==> src/rtl/jd_pkg.sv <==
package jd_pkg;

  typedef enum logic [2:0] {
    ST_IDLE    = 3'd0,
    ST_SENSE   = 3'd1,
    ST_MOIST   = 3'd2,
    ST_PLUGGED = 3'd3,
    ST_ACTIVE  = 3'd4,
    ST_PRESSED = 3'd5,
    ST_RELEASE = 3'd6
  } jdState_t;

  localparam int NUM_LIMITS = 3;
  localparam int LIM_PLUG   = 0;
  localparam int LIM_BTN    = 1;
  localparam int LIM_REL    = 2;

  typedef struct packed {
    logic clr;
    logic inc;
  } tmrCtl_t;

endpackage

==> src/rtl/jd_debounce_timer.sv <==
module jd_debounce_timer
  import jd_pkg::*;
#(
  parameter int PLUG_MS = 80,
  parameter int BTN_MS  = 30,
  parameter int REL_MS  = 40
) (
  input  logic                  clk,
  input  logic                  rstN,
  input  tmrCtl_t               ctl,
  output logic [NUM_LIMITS-1:0] lastTick
);

  localparam int LIMS [NUM_LIMITS] = '{PLUG_MS, BTN_MS, REL_MS};
  localparam int MAX_A = (PLUG_MS > BTN_MS) ? PLUG_MS : BTN_MS;
  localparam int MAX_L = (MAX_A > REL_MS) ? MAX_A : REL_MS;
  localparam int CNT_W = $clog2(MAX_L + 1);

  logic [CNT_W-1:0] cnt;

  always_ff @(posedge clk or negedge rstN) begin
    if (!rstN)        cnt <= '0;
    else if (ctl.clr) cnt <= '0;
    else if (ctl.inc) cnt <= cnt + 1'b1;
  end

  // one comparator per debounce length; the control picks the one it needs
  for (genvar g = 0; g < NUM_LIMITS; g++) begin : gLimit
    assign lastTick[g] = (cnt == CNT_W'(LIMS[g] - 1));
  end

  // the shared count never runs past the longest window
  a_r3_no_overflow: assert property (@(posedge clk) disable iff (!rstN)
    cnt < CNT_W'(MAX_L));

endmodule

==> src/rtl/jd_control.sv <==
module jd_control
  import jd_pkg::*;
(
  input  logic                  clk,
  input  logic                  rstN,
  input  logic                  wakeFlag,
  input  logic                  plugFlag,
  input  logic                  removeFlag,
  input  logic                  buttonFlag,
  input  logic                  hostEn,
  input  logic                  msTick,
  input  logic [NUM_LIMITS-1:0] lastTick,
  output tmrCtl_t               ctl,
  output logic                  plugDetN,
  output logic                  keyPress,
  output logic                  srcSelect,
  output logic                  biasClose,
  output logic [2:0]            stateCode
);

  jdState_t state, nextState;
  logic     qualify;
  logic     expire;

  // which flag level keeps the running window alive, and which limit ends it
  always_comb begin
    qualify = 1'b0;
    expire  = 1'b0;
    unique case (state)
      ST_SENSE: begin
        qualify = plugFlag && !removeFlag;
        expire  = lastTick[LIM_PLUG];
      end
      ST_ACTIVE: begin
        qualify = buttonFlag && hostEn && !removeFlag;
        expire  = lastTick[LIM_BTN];
      end
      ST_PRESSED: begin
        qualify = !buttonFlag && hostEn && !removeFlag;
        expire  = lastTick[LIM_BTN];
      end
      ST_RELEASE: begin
        qualify = 1'b1;
        expire  = lastTick[LIM_REL];
      end
      default: ;
    endcase
  end

  always_comb begin
    nextState = state;
    unique case (state)
      ST_IDLE:    if (wakeFlag) nextState = ST_SENSE;
      ST_SENSE: begin
        if (removeFlag)                       nextState = ST_IDLE;
        else if (!plugFlag)                   nextState = ST_MOIST;
        else if (msTick && expire)            nextState = ST_PLUGGED;
      end
      ST_MOIST: begin
        if (removeFlag)     nextState = ST_IDLE;
        else if (plugFlag)  nextState = ST_SENSE;
      end
      ST_PLUGGED: begin
        if (removeFlag)     nextState = ST_RELEASE;
        else if (hostEn)    nextState = ST_ACTIVE;
      end
      ST_ACTIVE: begin
        if (removeFlag)                       nextState = ST_RELEASE;
        else if (!hostEn)                     nextState = ST_PLUGGED;
        else if (qualify && msTick && expire) nextState = ST_PRESSED;
      end
      ST_PRESSED: begin
        if (removeFlag)                       nextState = ST_RELEASE;
        else if (!hostEn)                     nextState = ST_PLUGGED;
        else if (qualify && msTick && expire) nextState = ST_ACTIVE;
      end
      ST_RELEASE: if (msTick && expire) nextState = ST_IDLE;
      default:    nextState = ST_IDLE;
    endcase
  end

  always_comb begin
    ctl.clr = !qualify || (nextState != state);
    ctl.inc = qualify && msTick;
  end

  always_ff @(posedge clk or negedge rstN) begin
    if (!rstN) state <= ST_IDLE;
    else       state <= nextState;
  end

  assign plugDetN  = !(state inside {ST_PLUGGED, ST_ACTIVE, ST_PRESSED, ST_RELEASE});
  assign biasClose = (state == ST_ACTIVE) || (state == ST_PRESSED);
  assign keyPress  = (state == ST_PRESSED);
  assign srcSelect = (state != ST_IDLE);
  assign stateCode = state;

  // a wake in idle selects the current source one edge later
  a_r2_wake_selects_source: assert property (@(posedge clk) disable iff (!rstN)
    (state == ST_IDLE && wakeFlag) |=> srcSelect);

  // plug is reported only on a tick with the plug flag still present
  a_r3_plug_on_tick: assert property (@(posedge clk) disable iff (!rstN)
    $fell(plugDetN) |-> ($past(msTick) && $past(plugFlag)));

  // the bias path closes only while the host asked for it
  a_r6_bias_needs_enable: assert property (@(posedge clk) disable iff (!rstN)
    biasClose |-> $past(hostEn));

  // key reported only with the bias path closed and a plug present
  a_r10_key_implies_bias: assert property (@(posedge clk) disable iff (!rstN)
    keyPress |-> (biasClose && !plugDetN));

  // removal drops key and bias at once while plug-detect is held
  a_r9_removal_immediate: assert property (@(posedge clk) disable iff (!rstN)
    ((state inside {ST_PLUGGED, ST_ACTIVE, ST_PRESSED}) && removeFlag)
      |=> (!keyPress && !biasClose && !plugDetN));

  // plug-detect rises only on a tick ending the hold
  a_r9_release_on_tick: assert property (@(posedge clk) disable iff (!rstN)
    $rose(plugDetN) |-> $past(msTick));

endmodule

==> src/rtl/jack_detect_ctrl.sv <==
module jack_detect_ctrl
  import jd_pkg::*;
#(
  parameter int PLUG_MS = 80,
  parameter int BTN_MS  = 30,
  parameter int REL_MS  = 40
) (
  input  logic       clk,
  input  logic       rstN,
  input  logic       wakeFlag,
  input  logic       plugFlag,
  input  logic       removeFlag,
  input  logic       buttonFlag,
  input  logic       hostEn,
  input  logic       msTick,
  output logic       plugDetN,
  output logic       keyPress,
  output logic       srcSelect,
  output logic       biasClose,
  output logic [2:0] stateCode
);

  tmrCtl_t               tmrCtl;
  logic [NUM_LIMITS-1:0] lastTick;

  jd_debounce_timer #(
    .PLUG_MS(PLUG_MS),
    .BTN_MS (BTN_MS),
    .REL_MS (REL_MS)
  ) uTimer (
    .clk     (clk),
    .rstN    (rstN),
    .ctl     (tmrCtl),
    .lastTick(lastTick)
  );

  jd_control uCtrl (
    .clk       (clk),
    .rstN      (rstN),
    .wakeFlag  (wakeFlag),
    .plugFlag  (plugFlag),
    .removeFlag(removeFlag),
    .buttonFlag(buttonFlag),
    .hostEn    (hostEn),
    .msTick    (msTick),
    .lastTick  (lastTick),
    .ctl       (tmrCtl),
    .plugDetN  (plugDetN),
    .keyPress  (keyPress),
    .srcSelect (srcSelect),
    .biasClose (biasClose),
    .stateCode (stateCode)
  );

endmodule

==> config.mk <==
export PLATFORM = sky130hd
export DESIGN_NAME = jack_detect_ctrl
export DESIGN_NICKNAME = d
export VERILOG_FILES = /design/src/rtl/jd_pkg.sv /design/src/rtl/jd_debounce_timer.sv /design/src/rtl/jd_control.sv /design/src/rtl/jack_detect_ctrl.sv
export SDC_FILE = /design/constraint.sdc
export NUM_CORES = 1
export LEC_CHECK = 0
export ABC_AREA = 1
export BUFFER_PORTS_ARGS = -buffer_cell sky130_fd_sc_hd__buf_2
export CORE_MARGIN = 4
export CORE_UTILIZATION = 52
export DETAILED_ROUTE_END_ITERATION = 10
export PLACE_DENSITY = 0.75
export SLEW_MARGIN = 20
export SYNTH_ARGS = -nofsm -noshare
export SYNTH_HDL_FRONTEND = slang
export SYNTH_SLANG_ARGS = --single-unit
==> constraint.sdc <==
create_clock -name clk -period 4 [get_ports clk]
set_input_delay 0.2 -clock clk [delete_from_list [all_inputs] [get_ports clk]]
set_output_delay 0.2 -clock clk [all_outputs]
set_load 0.03 [all_outputs]
==> results.tsv, run 1 <==
metric	value	unit
status	finished clean	
multi_input_area	518.0	sq um
timing.hold.ws	0.3148	ns
min_path_cells	3	
path_class	reg2reg	
die_w	48.54	um
avgSynthCellArea	6.330	sq um
timing.final.crit_share	49.32	%
max_freq	0.5069	GHz
clockBufferDepth	2	
hold_buffers	1	
cts_made_buffers	3	
crit_fanout	8	
fin_crit	1.973	ns
wl_met1	869	um
grt_max_degree	11	
rows	14	
synth-seq-cells	10	
cap_violations	0	
dp_hpwl	1587	um
drt_iter0_drc	14	
routed-wl-met2	993	um
start_kind	register	
coreArea	1524	sq um
fillers	138	
skew	0.0008188	ns
synth_fp_nets	144	
worstMarginPinSlew	0.3558	ns
drt_drc_violations_left	0	
die_y	48.54	um
h-tree-depth	1	
grt_usage	16.96	%
dieArea	2356	sq um
clock_latency	0.27	ns
cp-end-kind	register	
hp-class	in2reg	
seq_power_share	26.4	%
slew_headroom	76.28	%
vias_per_cell	5.241	
path_clk_slew	0.07	ns
antenna_cells	0	
worstRegToRegCells	14	
drive_gt1_share	22.73	%
vias	891	
routed.top_layer	met4	
slew_violations	0	
overflow	0	
antenna_found_initial	0	
gp_congestion	0.8796	
dr_wl_met3	91	um
grt_pass1_vias	806	
p_sw_share	53.49	%
hold_viol	0	
cts_tree	built	
yosysSeqAreaShare	29.28	%
dr.pass1.iters	6	
fin_nets	164	
io_buffers	14	
wire_per_inst	11.66	um
rsz0062_at_grt	no	
grt_pass1_wl	3291	um
ios	15	
yosysUniqueCellTypes	22	
wl	1982	um
syn_inst	135	
start_util	56.08	%
synth_warnings	0	
area_growth	15.96	%
power_frac_clock	15.9	%
vdd_drop_max	0.3161	mV
fin_util	65.02	%
p_int	0.0002655	W
p_leak	0.5183	nW
cts-root-buf	clkbuf_4	
cts.sinks	10	
setup_tns	0	ns
comb_power_share	57.7	%
worst_ep_required_time	4.20	ns
power.density	576.0	nW/um^2
switchingPower	0.0003053	W
seqCellArea	250.2	sq um
drtAntennaViolNets	0	
synth_area	854.6	sq um
final-setup-viol-count	0	
postCtsSetupBuffers	0	
cp.arrival	2.17	ns
ctsResizeCount	0	
## cell usage in the layout, fill, tap and decap left out, types with 4 or more instances in the layout
cell type  netlist  layout
inv_1           20      20
nor2_1          21      21
nand3_1         10      10
a21oi_1          4       4
dfrtp_1         10      10
buf_2            0      14
nand2_1         38      38
nor2_2           4       4
## power by group through the flow
stage / logic, W / clock network (W) / registers [W]
after floorplan: 0.000223 / 0 / 0.000173
after global placement: 0.000325 / 0 / 0.000151
after detailed placement: 0.000327 / 0 / 0.000152
after CTS: 0.000329 / 0.0000919 / 0.000150
after global routing: 0.000363 / 0.0000987 / 0.000154
final: 0.000329 / 0.0000909 / 0.000151
## cells by family (layout without fill, tap and decap cells)
kind of cell | count (synthesis) | in the layout | synth area share (%)
AND/OR/NAND/NOR | 86 | 86 | 46.41
buffers and inverters | 23 | 42 | 10.10
AO/OA/AOI/OAI | 11 | 11 | 8.638
flip-flops | 10 | 10 | 29.28
XOR/XNOR | 4 | 4 | 4.100
adder cells (fa/ha/maj) | 1 | 1 | 1.464
## routing by layer
layer	up-vias	GRT usage, %
li1	460	-
met1	402	19.31
met2	24	30.87
met3	5	2.761
met4	0	6.726
met5	-	0
## registers in the layout (all words and copies together) (netlist names)
| name | cells |
|---|---|
| uTimer.cnt | 7 |
| uCtrl.stateCode | 3 |
## critical path, stage by stage (launching register included)
cell	delay [ns]
dfrtp_1	0.51
inv_2	0.12
nand2_1	0.13
nand2_1	0.11
nor2_1	0.10
o21ai_1	0.09
nor2_2	0.18
nand2_1	0.07
nand2_1	0.07
nand3_2	0.06
nand2_1	0.10
nand2_1	0.05
nand2_1	0.07
nand2_2	0.11
nor2_1	0.12
## path summary, 6_finish.rpt
kind	start	to	slack, ns
setup / recovery	uCtrl.stateCode[0]$_DFF_PN0_	uTimer.cnt[2]$_DFFE_PN0P_	2.03
hold / removal	plugFlag	uCtrl.stateCode[0]$_DFF_PN0_	0.31
setup reg to reg	uCtrl.stateCode[0]$_DFF_PN0_	uTimer.cnt[2]$_DFFE_PN0P_	2.03
hold reg to reg	uTimer.cnt[6]$_DFFE_PN0P_	uTimer.cnt[6]$_DFFE_PN0P_	0.61
max in group asynchronous	rstN	uCtrl.stateCode[2]$_DFF_PN0_	3.49
min in group asynchronous	rstN	uCtrl.stateCode[0]$_DFF_PN0_	0.32
## final cells by class
type | instances | share of cell area [%]
sequential | 10 | 25.25
timing repair buffer | 15 | 8.081
tap | 16 | 2.020
inverter | 23 | 8.712
clock buffer | 4 | 3.662
multi-input combinational | 102 | 52.27
## per-stage QoR
step / area, sq um / total power, W / instances / setup WS, ns
floorplan: 854.6 / 0.0003954 / 135 / 2.031
global placement: 944.7 / 0.0004757 / 165 / 2.105
detailed placement: 944.7 / 0.0004790 / 165 / 2.071
CTS: 991.0 / 0.0005705 / 170 / 2.058
global route: 991.0 / 0.0006158 / 170 / 1.811
finish: 991.0 / 0.0005708 / 170 / 2.027
## cells in the mapped netlist, drive strengths merged
master  count  share of area [%]
xnor2       1                1.0
a31oi       1               0.73
o22ai       2                1.5
dfrtp      10                 29
nand3      13                9.4
nand2      41                 19
nor3        2                1.2
xor2        3                3.1
o21ai       3                3.1
nor2       27                 15
ha          1                1.5
inv        23                 10
a21oi       5                3.4
nand4       3                2.2
(Power assumes the default switching activity.)
==> run 2, diff against run 1 <==
Settings changed: CORE_UTILIZATION 52 to 49, PLACE_DENSITY 0.75 to 0.74.
Clock period 4 ns to 1.8 ns, I/O delays scaled along.
==> run 2 against run 1 <==
Effect of this change: the run now ends with setup timing left; utilization increased by 11 points; power increased to 2.8 times the previous value; register-to-register slack got worse by 2.1 ns; sequential share of layout area decreased by 3.9 points; non-clock buffer count increased by 14; sequential power increased by 120%; via count increased by 16%; clock skew increased by 0.0052 ns; die area increased by 5.1%; cell area increased by 21%; maximum frequency increased by 3.4%; critical path type unchanged; critical endpoint unchanged; largest cell class unchanged; highest routed layer unchanged.
==> results.tsv, run 2 (synthesis gave the netlist of run 1 again) <==
metric	value	unit	change
status	finished with violations		was finished clean
min_from	plugFlag		unchanged
violations	setup timing		
rows	14		unchanged
finalWorstSetupSlack	-0.1075	ns	was 2.027 ns
r2r-start	uCtrl.stateCode[1]$_DFF_PN0_		was uCtrl.stateCode[0]$_DFF_PN0_
crit_start	uCtrl.stateCode[1]$_DFF_PN0_		was uCtrl.stateCode[0]$_DFF_PN0_
timing.final.crit_share	106.0	%	was 49.32%
grt_max_degree	11		unchanged
cts_tree	built		unchanged
gp_congestion	0.8362		was 0.8796
cap_violations	0		unchanged
slowest_delay	0.47	ns	was 0.51 ns
top_register	uTimer.cnt		unchanged
coreArea	1577	sq um	was 1524 sq um
final_cell_mix	nand2_1 (31), inv_1 (19), nor2_1 (14), buf_2 (14), buf_4 (12)		was nand2_1 (38), nor2_1 (21), inv_1 (20), buf_2 (14)
vias_per_cell	5.636		was 5.241
p_leak	0.6064	nW	was 0.5183 nW
area_growth	39.97	%	was 15.96%
multi_input_area	600.6	sq um	was 518.0 sq um
clockBufferDepth	2		unchanged
vdd_drop_max	0.9436	mV	was 0.3161 mV
final-setup-viol-count	7		was 0
dp_hpwl	1673	um	was 1587 um
cp.arrival	2.12	ns	was 2.17 ns
path_buf_inv	2		was 1
dieArea	2476	sq um	was 2356 sq um
final_common_cell	nand2_1		unchanged
drt_iter0_drc	56		was 14
critPathSlowestCell	dfrtp_2		was dfrtp_1
grt_use_met2	33.92	%	was 30.87%
grt_pass1_vias	911		was 806
clock_latency	0.28	ns	was 0.27 ns
path_class	reg2reg		unchanged
hold_viol	0		unchanged
cp_top_family	simple AND/OR/NAND/NOR gates		unchanged
crit_path_frequent_cell	nand2_2		was nand2_1
max_freq	0.5242	GHz	was 0.5069 GHz
worst_ep_required_time	2.01	ns	was 4.20 ns
rsz0062_at_grt	yes		was no
timing.hold.ws	0.1813	ns	was 0.3148 ns
slew_headroom	83.17	%	was 76.28%
hp-class	in2reg		unchanged
start_util	54.21	%	was 56.08%
path_clk_slew	0.07	ns	about the same
overflow	0		unchanged
start_kind	register		unchanged
skew	0.005984	ns	was 0.0008188 ns
dr.pass1.iters	4		was 6
power.density	1359	nW/um^2	was 576.0 nW/um^2
dpl.cell_count	170		was 165
drtAntennaViolNets	0		unchanged
seqCellArea	255.2	sq um	was 250.2 sq um
cts-root-buf	clkbuf_4		unchanged
antenna_found_initial	0		unchanged
cp-end-kind	register		unchanged
vias	1037		was 891
dp_slack	0.007733	ns	was 2.071 ns
die_w	49.76	um	was 48.54 um
fin_crit	1.908	ns	was 1.973 ns
fillers	118		was 138
total_power	0.001626	W	was 0.0005708 W
drive_gt1_share	41.67	%	was 22.73%
grtUsageMet1	24.16	%	was 19.31%
cp_cell_sequence	buf_6 -> inv_4 -> nand2_4 -> nand2_2 -> nand2_2 -> nand2_2 -> nor2_1 -> nand2_1 -> a21oi_2 -> nand2_2 -> nand2_1 -> nand2_1 -> nor2_2 -> nand2_4 -> nor2_4		was inv_2 -> nand2_1 -> nand2_1 -> nor2_1 -> o21ai_1 -> nor2_2 -> nand2_1 -> nand2_1 -> nand3_2 -> nand2_1 -> nand2_1 -> nand2_1 -> nand2_2 -> nor2_1
wire_per_inst	14.28	um	was 11.66 um
wl	2628	um	was 1982 um
use_met3	5.723	%	was 2.761%
grt_usage	20.01	%	was 16.96%
grt_pass1_wl	3877	um	was 3291 um
cts.sinks	10		unchanged
antenna_cells	0		unchanged
worstMarginPinSlew	0.2515	ns	was 0.3558 ns
largest_reg_flops	7		unchanged
slew_violations	0		unchanged
crit_fanout	7		was 8
cts_made_buffers	3		unchanged
die_y	49.76	um	was 48.54 um
io_buffers	14		unchanged
grt_busiest_layer	met2		unchanged
layout.cells.non_filler	184		was 170
h-tree-depth	1		unchanged
ios	15		unchanged
fin_nets	178		was 164
drt_drc_violations_left	0		unchanged
run 2: power breakdown:
part	leakage, nW	internal, W	switching, W
clock network	0.0210	0.000123	0.0000891
logic	0.454	0.000393	0.000695
registers	0.131	0.000262	0.0000637
run 2: final timing paths:
path,endpoint,slack (ns),cells past startpoint
setup / recovery,uTimer.cnt[2]$_DFFE_PN0P_,-0.11,15
hold / removal,uCtrl.stateCode[0]$_DFF_PN0_,0.18,3
setup reg to reg,uTimer.cnt[2]$_DFFE_PN0P_,-0.11,15
hold reg to reg,uTimer.cnt[3]$_DFFE_PN0P_,0.64,2
max in group asynchronous,uCtrl.stateCode[0]$_DFF_PN0_,1.38,2
min in group asynchronous,uTimer.cnt[6]$_DFFE_PN0P_,0.20,2
run 2: per-layer routing:
| metal | vias up | share of wire (%) |
|---|---|---|
| met2 | 57 | 49 |
| met1 | 474 | 39 |
| li1 | 491 | - |
| met5 | - | 0 |
| met4 | 0 | 2.5 |
| met3 | 15 | 9.2 |
run 2: timing repair:
item | 4_1_cts | 5_1_grt
setup endpoints to repair | 7 | 7
gates cloned | 0 | 0
endpoints found under the hold margin | 10 | 0
pin swaps | 1 | 8
setup buffers | 6 | 3
resized for setup | 3 | 26
hold buffers | 1 | 0
run 2: per-stage QoR:
stage,util [%],setup TNS (ns),instance area [sq um]
finish,75.87,-0.6056,1196
global route,75.87,-1.809,1196
global placement,62.46,0,984.7
detailed placement,62.46,0,984.7
CTS,69.05,0,1089
floorplan,-,-0.2199,857.1
run 2: tightest hold or removal path: cells and delay by family:
kind,cells,cell delay [ns]
buf+inv,1,0.13
compound gates,1,0.10
simple gates,1,0.09
run 2: cell type report:
class / count / share of cell area, %
Timing Repair Buffer: 29 / 16.11
Clock buffer: 4 / 3.033
Inverter: 23 / 7.636
Sequential cell: 10 / 21.34
Multi-Input combinational cell: 102 / 50.21
Tap cell: 16 / 1.674
==> run 3, diff against run 2 <==
--- a/config.mk
+++ b/config.mk
@@ -8,4 +8,5 @@
 export ABC_AREA = 1
 export BUFFER_PORTS_ARGS = -buffer_cell sky130_fd_sc_hd__buf_2
+export CAP_MARGIN = 25
 export CORE_MARGIN = 4
 export CORE_UTILIZATION = 49
@@ -16,2 +17,3 @@
 export SYNTH_HDL_FRONTEND = slang
 export SYNTH_SLANG_ARGS = --single-unit
+export TNS_END_PERCENT = 30
==> constraint.sdc (replaced) <==
create_clock -name clk -period 1.8 [get_ports clk]
set_input_delay 0.18 -clock clk [delete_from_list [all_inputs] [get_ports clk]]
set_output_delay 0.18 -clock clk [all_outputs]
set_load 0.03 [all_outputs]
==> run 3 against run 2 <==
Effect of this change: final cell count fell by 1.1%; non-clock buffer count fell by 2; the flow still finishes with violations (setup timing); hold slack improved by 0.10 ns; die area did not move; utilization fell by 5.2 points; first-iteration DRC count fell by 55%; sequential share of layout area rose by 1.6 points; worst setup slack improved by 0.065 ns; register-to-register slack improved by 0.06 ns; sequential cell count did not move; critical path type unchanged.
==> results.tsv, run 3 (synthesis gave the netlist of run 1 again) <==
metric	value	unit	change
overflow	0		unchanged
cp-end-kind	register		unchanged
r2r-start	uCtrl.stateCode[1]$_DFF_PN0_		unchanged
rows	14		unchanged
fin_crit	1.843	ns	was 1.908 ns
h-tree-depth	1		unchanged
rsz0062_at_grt	yes		unchanged
wl	2286	um	was 2628 um
coreArea	1577	sq um	unchanged
top_register	uTimer.cnt		unchanged
r2r_slack	-0.04	ns	was -0.11 ns
clockBufferDepth	2		unchanged
grt_pass1_vias	908		was 911
cp.arrival	2.04	ns	was 2.12 ns
timing.final.crit_share	102.4	%	was 106.0%
power_frac_clock	13.7	%	was 13.1%
gp_congestion	0.8362		unchanged
dieArea	2476	sq um	unchanged
drt_iter0_drc	25		was 56
crit_start	uCtrl.stateCode[1]$_DFF_PN0_		unchanged
start_kind	register		unchanged
rr_endpoint	uTimer.cnt[6]$_DFFE_PN0P_		was uTimer.cnt[2]$_DFFE_PN0P_
grt_max_degree	11		unchanged
drt_drc_violations_left	0		unchanged
dpl.cell_count	170		unchanged
layout.cells.non_filler	182		was 184
cts_tree	built		unchanged
cp_cell_sequence	nor2_4 -> nand2_1 -> nand2_1 -> nand3_1 -> nor2_2 -> nand2_1 -> nand2_1 -> nand3_2 -> nand2_1 -> nand2_1 -> nand2_2 -> nand2_4 -> nor2_1		was buf_6 -> inv_4 -> nand2_4 -> nand2_2 -> nand2_2 -> nand2_2 -> nor2_1 -> nand2_1 -> a21oi_2 -> nand2_2 -> nand2_1 -> nand2_1 -> nor2_2 -> nand2_4 -> nor2_4
finalWorstSetupSlack	-0.04268	ns	was -0.1075 ns
path_class	reg2reg		unchanged
switchingPower	0.0007591	W	was 0.0008476 W
grt_usage	18.88	%	was 20.01%
fin_nets	176		was 178
grt_pass1_wl	3650	um	was 3877 um
critPathSlowestCell	dfrtp_2		unchanged
crit_fanout	7		unchanged
power.density	1338	nW/um^2	was 1359 nW/um^2
slew_violations	0		unchanged
worstRegToRegCells	13		was 15
drive_gt1_share	33.13	%	was 41.67%
die_y	49.76	um	unchanged
cts_made_buffers	3		unchanged
cap_violations	0		unchanged
vias	957		was 1037
crit_path_frequent_cell	nand2_1		was nand2_2
fin_util	70.63	%	was 75.87%
io_buffers	14		unchanged
path_clk_slew	0.07	ns	about the same
antenna_cells	0		unchanged
final-setup-viol-count	7		unchanged
p_int	0.0007306	W	was 0.0007780 W
seq_power_share	22.5	%	was 20.0%
start_util	54.21	%	unchanged
final_common_cell	nand2_1		unchanged
clock_latency	0.27	ns	was 0.28 ns
worstMarginPinSlew	0.2583	ns	was 0.2515 ns
final_cell_mix	nand2_1 (37), nor2_1 (20), inv_1 (19), buf_2 (14), buf_4 (12)		was nand2_1 (31), inv_1 (19), nor2_1 (14), buf_2 (14), buf_4 (12)
comb_power_share	63.9	%	was 66.9%
worst-path-stages	13		was 15
cts-root-buf	clkbuf_4		unchanged
dp_hpwl	1678	um	was 1673 um
antenna_found_initial	0		unchanged
die_w	49.76	um	unchanged
slowest_delay	0.49	ns	was 0.47 ns
timing.hold.ws	0.2839	ns	was 0.1813 ns
worst_ep_required_time	2.00	ns	was 2.01 ns
endpoint	uTimer.cnt[6]$_DFFE_PN0P_		was uTimer.cnt[2]$_DFFE_PN0P_
vdd_drop_max	0.7034	mV	was 0.9436 mV
drtAntennaViolNets	0		unchanged
skew	0.003313	ns	was 0.005984 ns
path_buf_inv	0		was 2
p_sw_share	50.96	%	was 52.14%
ios	15		unchanged
cp_top_family	simple AND/OR/NAND/NOR gates		unchanged
violations	setup timing		unchanged
status	finished with violations		unchanged
cts.sinks	10		unchanged
wire_per_inst	12.56	um	was 14.28 um
dr.pass1.iters	4		unchanged
hold_viol	0		unchanged
area_growth	30.31	%	was 39.97%
largest_reg_flops	7		unchanged
slew_headroom	82.78	%	was 83.17%
vias_per_cell	5.258		was 5.636
hp-class	in2reg		unchanged
p_leak	0.5888	nW	was 0.6064 nW
max_freq	0.5427	GHz	was 0.5242 GHz
-- run 3: worst min-delay path by stage --
| stage | from | end | cells past startpoint |
|---|---|---|---|
| 2_1_floorplan | rstN | uCtrl.stateCode[0]$_DFF_PN0_ | 0 |
| 3_3_place_gp | rstN | uTimer.cnt[5]$_DFFE_PN0P_ | 1 |
| 3_5_place_dp | rstN | uTimer.cnt[6]$_DFFE_PN0P_ | 1 |
| 4_1_cts | plugFlag | uCtrl.stateCode[0]$_DFF_PN0_ | 3 |
| 5_1_grt | plugFlag | uCtrl.stateCode[0]$_DFF_PN0_ | 3 |
| 6_report | plugFlag | uCtrl.stateCode[1]$_DFF_PN0_ | 4 |
-- run 3: layout make-up --
type	instances	area, sq um
clock buffer	4	36.28
inverter	23	86.33
timing repair buffer	27	170.2
multi-input combinational	102	545.5
fill	124	462.9
sequential	10	255.2
tap	16	20.02
-- run 3: what timing repair did --
action	CTS	global route
hold buffers	1	0
buffers inserted	4	3
hold endpoints to repair	10	0
endpoints found under the setup margin	5	7
pin swaps	0	3
gates resized for setup	1	7
-- run 3: tightest hold or removal path, delay by kind of cell --
family / cells / cell delay [ns]
buffers and inverters: 1 / 0.14
AND/OR/NAND/NOR: 3 / 0.19
-- run 3: power groups by stage --
stage | Sequential (W) | Combinational (W) | Clock (W)
6_report | 0.000335 | 0.000951 | 0.000204
3_3_place_gp | 0.000331 | 0.000800 | 0
2_1_floorplan | 0.000388 | 0.000501 | 0
3_5_place_dp | 0.000333 | 0.000806 | 0
5_1_grt | 0.000341 | 0.00104 | 0.000224
4_1_cts | 0.000326 | 0.000874 | 0.000210
-- run 3: stage by stage --
stage | instance area [sq um] | worst slack [ns] | power (W) | setup TNS [ns]
after global placement | 984.7 | 0.02790 | 0.001131 | 0
after CTS | 1066 | 0.01093 | 0.001410 | 0
after global routing | 1114 | -0.1883 | 0.001601 | -1.205
after detailed placement | 984.7 | 0.004512 | 0.001139 | 0
final | 1114 | -0.04268 | 0.001490 | -0.2072
after floorplan | 857.1 | -0.04065 | 0.0008890 | -0.2199
-- run 3: per-layer routing --
layer  vias to the layer above  GRT usage (%)  wire [um]
met3                         7          4.518        155
met1                       424          23.26       1011
li1                        486              -          -
met2                        40          32.38       1080
met5                         -              0          0
met4                         0          5.530         38
